==> config.mk <==
export PLATFORM = sky130hd
export DESIGN_NAME = bankwin_mapper
export DESIGN_NICKNAME = d
export VERILOG_FILES = /design/src/rtl/bankwin_pkg.sv /design/src/rtl/bankwin_regs.sv /design/src/rtl/bankwin_decode.sv /design/src/rtl/bankwin_rom.sv /design/src/rtl/bankwin_mapper.sv
export SDC_FILE = /design/constraint.sdc
export NUM_CORES = 1
export LEC_CHECK = 0
export BUFFER_PORTS_ARGS = -buffer_cell sky130_fd_sc_hd__buf_2
export CORE_ASPECT_RATIO = 1.25
export CORE_MARGIN = 1
export CORE_UTILIZATION = 41
export DETAILED_ROUTE_END_ITERATION = 7
export GPL_TIMING_DRIVEN = 0
export PLACE_DENSITY = 0.89
export SYNTH_ARGS = -nofsm -noshare
export SYNTH_HDL_FRONTEND = slang
export SYNTH_SLANG_ARGS = --single-unit
export TNS_END_PERCENT = 30
==> constraint.sdc <==
create_clock -name clk -period 2.1 [get_ports clk]
set_clock_uncertainty 0.1 [all_clocks]
set_input_delay 0.21 -clock clk [delete_from_list [all_inputs] [get_ports clk]]
set_output_delay 0.21 -clock clk [all_outputs]
set_load 0.01 [all_outputs]
==> src/rtl/bankwin_pkg.sv <==
package bankwin_pkg;

   // Which half of the window an access falls into
   typedef enum logic {
      HALF_RAM = 1'b0,
      HALF_ROM = 1'b1
   } win_half_e;

   // Decoded steering of one window access
   typedef struct packed {
      logic sram_rd;
      logic sram_wr;
      logic rom_rd;
      logic dropped;
   } win_steer_t;

   // ROM image variants
   localparam int unsigned ROM_IMG_PATTERN = 0;
   localparam int unsigned ROM_IMG_ECHO    = 1;

endpackage

==> src/rtl/bankwin_regs.sv <==
module bankwin_regs #(
   parameter int unsigned DATA_W     = 8,
   parameter int unsigned IOADDR_W   = 4,
   parameter int unsigned ROM_BANK_W = 5,
   parameter int unsigned RAM_BANK_W = 3,
   parameter int unsigned DEVID_W    = 3,
   parameter int unsigned DEV_ID     = 7,
   parameter int unsigned ROM_REG    = 14,
   parameter int unsigned RAM_REG    = 15,
   parameter int unsigned CTRL_REG   = 12,
   parameter int unsigned CTRL_FIXED = 4,
   parameter int unsigned CTRL_DMA   = 6
) (
   input  logic                  clk,
   input  logic                  rst_n,
   input  logic                  io_wr,
   input  logic [IOADDR_W-1:0]   io_addr,
   input  logic [DATA_W-1:0]     io_wdata,
   output logic [DATA_W-1:0]     io_rdata,
   input  logic                  dma_sw,
   output logic [ROM_BANK_W-1:0] rom_bank,
   output logic [RAM_BANK_W-1:0] ram_bank
);

   localparam logic [IOADDR_W-1:0] ROM_SEL  = IOADDR_W'(ROM_REG);
   localparam logic [IOADDR_W-1:0] RAM_SEL  = IOADDR_W'(RAM_REG);
   localparam logic [IOADDR_W-1:0] CTRL_SEL = IOADDR_W'(CTRL_REG);
   localparam logic [DEVID_W-1:0]  ID_VAL   = DEVID_W'(DEV_ID);

   generate
      if (ROM_BANK_W + DEVID_W != DATA_W) begin : g_bad_pack
         $error("bank field and device ID must fill the data byte");
      end
      if (RAM_BANK_W > DATA_W) begin : g_bad_ram
         $error("RAM bank wider than data");
      end
      if (CTRL_FIXED >= DATA_W || CTRL_DMA >= DATA_W || CTRL_FIXED == CTRL_DMA) begin : g_bad_ctrl
         $error("control register bit positions invalid");
      end
      if (ROM_REG == RAM_REG || ROM_REG == CTRL_REG || RAM_REG == CTRL_REG) begin : g_bad_map
         $error("register offsets must differ");
      end
   endgenerate

   logic wr_rom, wr_ram;
   assign wr_rom = io_wr && (io_addr == ROM_SEL);
   assign wr_ram = io_wr && (io_addr == RAM_SEL);

   always_ff @(posedge clk) begin
      if (!rst_n) begin
         rom_bank <= '0;
         ram_bank <= '0;
      end else begin
         if (wr_rom) rom_bank <= io_wdata[ROM_BANK_W-1:0];
         if (wr_ram) ram_bank <= io_wdata[RAM_BANK_W-1:0];
      end
   end

   // Upper write-data bits are not stored by either bank register
   logic unused_wdata;
   assign unused_wdata = ^io_wdata;

   logic [DATA_W-1:0] ctrl_word;
   always_comb begin
      ctrl_word             = '0;
      ctrl_word[CTRL_FIXED] = 1'b1;
      ctrl_word[CTRL_DMA]   = dma_sw;
   end

   always_comb begin
      if (io_addr == ROM_SEL)       io_rdata = {ID_VAL, rom_bank};
      else if (io_addr == CTRL_SEL) io_rdata = ctrl_word;
      else                          io_rdata = '0;
   end

   // ROM bank takes the low bits of the write
   assert_rom_bank_load_R1: assert property (@(posedge clk) disable iff (!rst_n)
      wr_rom |=> rom_bank == $past(io_wdata[ROM_BANK_W-1:0]));

   // RAM bank takes the low bits of the write
   assert_ram_bank_load_R2: assert property (@(posedge clk) disable iff (!rst_n)
      wr_ram |=> ram_bank == $past(io_wdata[RAM_BANK_W-1:0]));

   // writes elsewhere keep both banks
   assert_other_write_keeps_R10: assert property (@(posedge clk) disable iff (!rst_n)
      (io_wr && io_addr != ROM_SEL && io_addr != RAM_SEL)
         |=> ($stable(rom_bank) && $stable(ram_bank)));

endmodule

==> src/rtl/bankwin_decode.sv <==
module bankwin_decode
   import bankwin_pkg::*;
#(
   parameter int unsigned DATA_W     = 8,
   parameter int unsigned PAGE_W     = 10,
   parameter int unsigned ROM_BANK_W = 5,
   parameter int unsigned RAM_BANK_W = 3,
   localparam int unsigned WIN_W     = PAGE_W + 1,
   localparam int unsigned SRAM_AW   = RAM_BANK_W + PAGE_W,
   localparam int unsigned ROM_AW    = ROM_BANK_W + PAGE_W
) (
   input  logic                  win_rd,
   input  logic                  win_wr,
   input  logic [WIN_W-1:0]      win_addr,
   input  logic [DATA_W-1:0]     win_wdata,
   input  logic [ROM_BANK_W-1:0] rom_bank,
   input  logic [RAM_BANK_W-1:0] ram_bank,
   output win_half_e             half,
   output win_steer_t            steer,
   output logic [SRAM_AW-1:0]    sram_addr,
   output logic [DATA_W-1:0]     sram_wdata,
   output logic [ROM_AW-1:0]     rom_addr
);

   logic [PAGE_W-1:0] page_off;
   assign page_off = win_addr[PAGE_W-1:0];
   assign half     = win_addr[PAGE_W] ? HALF_ROM : HALF_RAM;

   always_comb begin
      steer = '0;
      unique case (half)
         HALF_RAM: begin
            steer.sram_rd = win_rd;
            steer.sram_wr = win_wr;
         end
         HALF_ROM: begin
            steer.rom_rd  = win_rd;
            steer.dropped = win_wr;
         end
         default: steer = '0;
      endcase
   end

   assign sram_addr  = {ram_bank, page_off};
   assign rom_addr   = {rom_bank, page_off};
   assign sram_wdata = win_wdata;

endmodule

==> src/rtl/bankwin_rom.sv <==
module bankwin_rom
   import bankwin_pkg::*;
#(
   parameter int unsigned DATA_W    = 8,
   parameter int unsigned PAGE_W    = 10,
   parameter int unsigned ROM_AW    = 15,
   parameter int unsigned IMG_STYLE = ROM_IMG_PATTERN,
   parameter logic [7:0]  IMG_SEED  = 8'h5A
) (
   input  logic              clk,
   input  logic              re,
   input  logic [ROM_AW-1:0] addr,
   output logic [DATA_W-1:0] q
);

   localparam int unsigned BANK_W = ROM_AW - PAGE_W;

   generate
      if (ROM_AW <= PAGE_W) begin : g_bad_aw
         $error("ROM address must exceed page width");
      end
      if (DATA_W < 8) begin : g_bad_dw
         $error("ROM data narrower than a byte");
      end
   endgenerate

   logic [DATA_W-1:0] img;
   logic [BANK_W-1:0] bank_part;
   assign bank_part = addr[ROM_AW-1:PAGE_W];

   generate
      if (IMG_STYLE == ROM_IMG_PATTERN) begin : g_pattern
         // Low address byte mixed with the page number and a seed
         assign img = DATA_W'(addr[7:0])
                    ^ DATA_W'({bank_part, 3'b000})
                    ^ DATA_W'(IMG_SEED);
      end else begin : g_echo
         // Low address byte offset by the seed
         assign img = DATA_W'(addr[7:0] + IMG_SEED);
      end
   endgenerate

   logic unused_addr;
   assign unused_addr = ^addr;

   always_ff @(posedge clk) begin
      if (re) q <= img;
   end

endmodule

==> src/rtl/bankwin_mapper.sv <==
module bankwin_mapper
   import bankwin_pkg::*;
#(
   parameter int unsigned DATA_W     = 8,
   parameter int unsigned IOADDR_W   = 4,
   parameter int unsigned PAGE_W     = 10,
   parameter int unsigned ROM_BANK_W = 5,
   parameter int unsigned RAM_BANK_W = 3,
   parameter int unsigned DEVID_W    = 3,
   parameter int unsigned DEV_ID     = 7,
   parameter int unsigned ROM_STYLE  = ROM_IMG_PATTERN,
   parameter logic [7:0]  ROM_SEED   = 8'h5A,
   localparam int unsigned WIN_W     = PAGE_W + 1,
   localparam int unsigned SRAM_AW   = RAM_BANK_W + PAGE_W,
   localparam int unsigned ROM_AW    = ROM_BANK_W + PAGE_W
) (
   input  logic                clk,
   input  logic                rst_n,
   input  logic                io_wr,
   input  logic [IOADDR_W-1:0] io_addr,
   input  logic [DATA_W-1:0]   io_wdata,
   output logic [DATA_W-1:0]   io_rdata,
   input  logic                dma_sw,
   input  logic                win_rd,
   input  logic                win_wr,
   input  logic [WIN_W-1:0]    win_addr,
   input  logic [DATA_W-1:0]   win_wdata,
   output logic [DATA_W-1:0]   win_rdata,
   output logic                win_rvalid,
   output logic                sram_re,
   output logic                sram_we,
   output logic [SRAM_AW-1:0]  sram_addr,
   output logic [DATA_W-1:0]   sram_wdata,
   input  logic [DATA_W-1:0]   sram_rdata
);

   logic [ROM_BANK_W-1:0] rom_bank;
   logic [RAM_BANK_W-1:0] ram_bank;
   win_half_e             half;
   win_steer_t            steer;
   logic [ROM_AW-1:0]     rom_addr;
   logic [DATA_W-1:0]     rom_q;

   bankwin_regs #(
      .DATA_W     (DATA_W),
      .IOADDR_W   (IOADDR_W),
      .ROM_BANK_W (ROM_BANK_W),
      .RAM_BANK_W (RAM_BANK_W),
      .DEVID_W    (DEVID_W),
      .DEV_ID     (DEV_ID)
   ) u_regs (
      .clk      (clk),
      .rst_n    (rst_n),
      .io_wr    (io_wr),
      .io_addr  (io_addr),
      .io_wdata (io_wdata),
      .io_rdata (io_rdata),
      .dma_sw   (dma_sw),
      .rom_bank (rom_bank),
      .ram_bank (ram_bank)
   );

   bankwin_decode #(
      .DATA_W     (DATA_W),
      .PAGE_W     (PAGE_W),
      .ROM_BANK_W (ROM_BANK_W),
      .RAM_BANK_W (RAM_BANK_W)
   ) u_decode (
      .win_rd     (win_rd),
      .win_wr     (win_wr),
      .win_addr   (win_addr),
      .win_wdata  (win_wdata),
      .rom_bank   (rom_bank),
      .ram_bank   (ram_bank),
      .half       (half),
      .steer      (steer),
      .sram_addr  (sram_addr),
      .sram_wdata (sram_wdata),
      .rom_addr   (rom_addr)
   );

   bankwin_rom #(
      .DATA_W    (DATA_W),
      .PAGE_W    (PAGE_W),
      .ROM_AW    (ROM_AW),
      .IMG_STYLE (ROM_STYLE),
      .IMG_SEED  (ROM_SEED)
   ) u_rom (
      .clk  (clk),
      .re   (steer.rom_rd),
      .addr (rom_addr),
      .q    (rom_q)
   );

   assign sram_re = steer.sram_rd;
   assign sram_we = steer.sram_wr;

   // Return-path state: data pending, and which half supplies it
   logic      rvalid_q;
   win_half_e half_q;

   always_ff @(posedge clk) begin
      if (!rst_n) begin
         rvalid_q <= 1'b0;
         half_q   <= HALF_RAM;
      end else begin
         rvalid_q <= win_rd;
         if (win_rd) half_q <= half;
      end
   end

   assign win_rvalid = rvalid_q;
   assign win_rdata  = !rvalid_q          ? '0 :
                       (half_q == HALF_ROM) ? rom_q : sram_rdata;

   // requests are exclusive
   assert_rd_wr_excl_R3: assert property (@(posedge clk) disable iff (!rst_n)
      !(win_rd && win_wr));

   // lower half reads reach the selected SRAM page
   assert_sram_map_R3: assert property (@(posedge clk) disable iff (!rst_n)
      (win_rd && !win_addr[PAGE_W])
         |-> (sram_re && sram_addr == {ram_bank, win_addr[PAGE_W-1:0]}));

   // upper half writes never strobe the SRAM
   assert_rom_no_write_R5: assert property (@(posedge clk) disable iff (!rst_n)
      (win_wr && win_addr[PAGE_W]) |-> !sram_we);

   // valid one cycle after a read
   assert_rvalid_follows_R9: assert property (@(posedge clk) disable iff (!rst_n)
      win_rd |=> win_rvalid);

   // no valid without a preceding read
   assert_rvalid_quiet_R9: assert property (@(posedge clk) disable iff (!rst_n)
      !win_rd |=> !win_rvalid);

   // data is zero while not valid
   assert_rdata_idle_R9: assert property (@(posedge clk) disable iff (!rst_n)
      !win_rvalid |-> win_rdata == '0);

endmodule

==> results.yml <==
final_layout:
  drive_gt1_frac: 0.5531
  layout_commonest_cell: "buf_2"
  nets: 225
  areaGrowthSynthToFinish_pct: 41.24
  final_cell_mix: "buf_2 (73), buf_4 (19), mux2i_1 (16)"
  insertedDiodeCount: 0
yosys:
  synth_warnings: 0
  synth.yosys.seq_area_share: 0.4195
  synth_cell_types: 19
  syn_area_um2: 1050
  synth_top_area_frac: 0.2288
  yosys-top-cells-area: "edfxtp_1 (23%), dfxtp_1 (19%), mux2i_1 (15%)"
  synth_seq_cells: 18
  synth_cells: 103
  syn-num-nets: 148
  synth_top_area_cell: "edfxtp_1"
  avgSynthCellArea_um2: 10.19
route:
  post_drt_via_cell_ratio: 4.406
  drt-total-wl_mm: 2.060
  drc: 0
  drt_iter0_markers: 2
  vias: 934
  route.detailed.wl_per_inst_um: 9.717
  postRouteAntennaNets: 0
  dr.pass1.iters: 5
clocking:
  clock_sinks: 18
  clk_path_buf_depth: 2
  cts_tree: "done"
  cts-root-buf: "clkbuf_4"
  clk_latency_ns: 0.28
  htree_levels: 1
  path_clk_slew_ns: 0.10
  numCtsBuffers: 3
placement:
  gp_congestion: 0.6813
  io_buffers: 71
  dp_hpwl_mm: 1.824
  pre_cts_ws_ns: 0.7754
die:
  die_h_um: 58.58
  pin_count: 85
  die_w_um: 47.26
  start_util: 0.4325
  core_area_um2: 2427
  rows: 20
  dieArea_um2: 2768
power:
  p_sw_frac: 0.2472
  cellInternalPower_w: 0.0005359
  power_density_nw_per_um2: 480.1
  clkPwrFrac: 0.237
  comb_power_share: 0.223
  ir_drop_v: 0.0003418
  sequentialPowerShare: 0.540
  p_leak_nw: 0.7906
  netSwitchingPower_w: 0.0001760
critical_path:
  r2r_start: "half_q$_SDFFE_PN0P_"
  critPathLaunchType: "flip-flop"
  worstReg2RegEnd: "half_q$_SDFFE_PN0P_"
  r2r_cells: 3
  critPathMaxFanout: 9
  crit_end: "win_rdata[6]"
  cp.required_ns: 1.79
  cp-end-kind: "primary output"
  arrival_ns: 1.28
  r2r_slack_ns: 1.10
  critPathLaunch: "half_q$_SDFFE_PN0P_"
  worstSetupPathType: "reg -> out"
sta:
  hold_viol: 0
  fin_setup_tns_ns: 0
  period_needed_ns: 1.587
  finalCritPeriodShare: 0.7556
  rsz0062_at_grt: "no"
  worst_slew_pin_slew_ns: 0.3668
  setup_slack_ns: 0.5132
  fmax_ghz: 0.6302
  drv_slew: 0
  setup_violations: 0
  slew_headroom: 0.7554
grt:
  grt_pass1_wl_mm: 3.084
  grtUsageTotal: 0.1544
  gr-total-overflow: 0
  antenna_found_initial: 0
  grt_pass1_vias: 829
  grt_start_max_net_pins: 11
hold_path:
  hold_class: "in -> reg"
job:
  cap_violations: 0
status:
  status: "complete, no violations"
Yosys cell counts:
master and count:
mux2i_1 16, and3_1 1, nor2_8 1, nor2_1 2, dfxtp_1 10, nand3b_4 1, and2_1 6, xor2_1 2
nand3_2 1, edfxtp_1 8, inv_1 3, buf_4 19, o21a_1 1, xnor2_1 3, buf_2 2, nor2_2 1
nor2b_1 11, nand2_1 14, a21oi_1 1
layout make-up:
| cell class | count | area (µm²) |
|---|---|---|
| fill | 218 | 944.7 |
| multi-input combinational | 61 | 445.4 |
| sequential | 18 | 440.4 |
| timing repair buffer | 72 | 365.4 |
| buffer | 21 | 152.6 |
| tap | 33 | 41.29 |
| clock buffer | 3 | 22.52 |
| inverter | 3 | 11.26 |
| clock inverter | 1 | 3.754 |
worst min-delay path by stage:
stage / from / to / slack [ns] / cells after the start
4_1_cts: win_addr[0] / u_rom.q[0]$_DFFE_PP_ / 0.008 / 1
5_1_grt: win_addr[0] / u_rom.q[0]$_DFFE_PP_ / 0.001 / 1
3_5_place_dp: win_addr[0] / u_rom.q[0]$_DFFE_PP_ / 0.32 / 1
3_3_place_gp: win_addr[0] / u_rom.q[0]$_DFFE_PP_ / 0.31 / 1
6_report: win_addr[0] / u_rom.q[0]$_DFFE_PP_ / 0.02 / 1
2_1_floorplan: win_addr[0] / u_rom.q[0]$_DFFE_PP_ / 0.21 / 0
power groups by stage:
stage	registers [W]	logic, W	clock network, W
CTS	0.000385	0.000160	0.000177
finish	0.000385	0.000158	0.000169
detailed placement	0.000393	0.000160	0
global route	0.000386	0.000178	0.000191
global placement	0.000392	0.000155	0
floorplan	0.000392	0.0000884	0
critical path, stage by stage, from the launching register on:
cell	delay, ns
dfxtp_1	0.32
buf_2	0.25
mux2i_1	0.23
nor2b_1	0.06
buf_2	0.13
state kept, by name, indices dropped and copies added, names as in the netlist:
signal / cells
half_q: 1
u_regs.ram_bank: 3
u_regs.rom_bank: 5
u_rom.q: 8
win_rvalid: 1
through the flow:
stage               hold WS (ns)    util  area (µm²)  total power (W)  cells
finish                   0.01680  0.6108        1483        0.0007119    212
global route            0.001221  0.6108        1483        0.0007546    212
CTS                     0.007683  0.6067        1473        0.0007217    211
detailed placement        0.3150  0.5959        1446        0.0005526    207
global placement          0.3071  0.5959        1446        0.0005472    207
floorplan                 0.2089       -        1050        0.0004804    103
repair_timing:
action / in CTS / in global routing
endpoints found under the hold margin: 0 / 1
gates resized for setup: 0 / 0
hold buffers: 0 / 1
setup endpoints to repair: 0 / 0
buffers inserted: 0 / 0
routing by layer:
| metal | wire length, µm | vias up | global-route usage | share of wire |
|---|---|---|---|---|
| li1 | - | 469 | - | - |
| met4 | 7 | 0 | 0.04898 | 0.0034 |
| met1 | 701 | 405 | 0.1426 | 0.34 |
| met5 | 0 | - | 0 | 0 |
| met2 | 1160 | 58 | 0.3072 | 0.56 |
| met3 | 191 | 2 | 0.03374 | 0.093 |
logic make-up after synthesis:
family	after synthesis	synth area share
buf+inv	24	0.1561
flops	18	0.4195
simple gates	38	0.2181
compound gates	2	0.01192
xor+xnor	5	0.04172
mux	16	0.1526
Note: power is estimated with default switching activity, not from simulation.
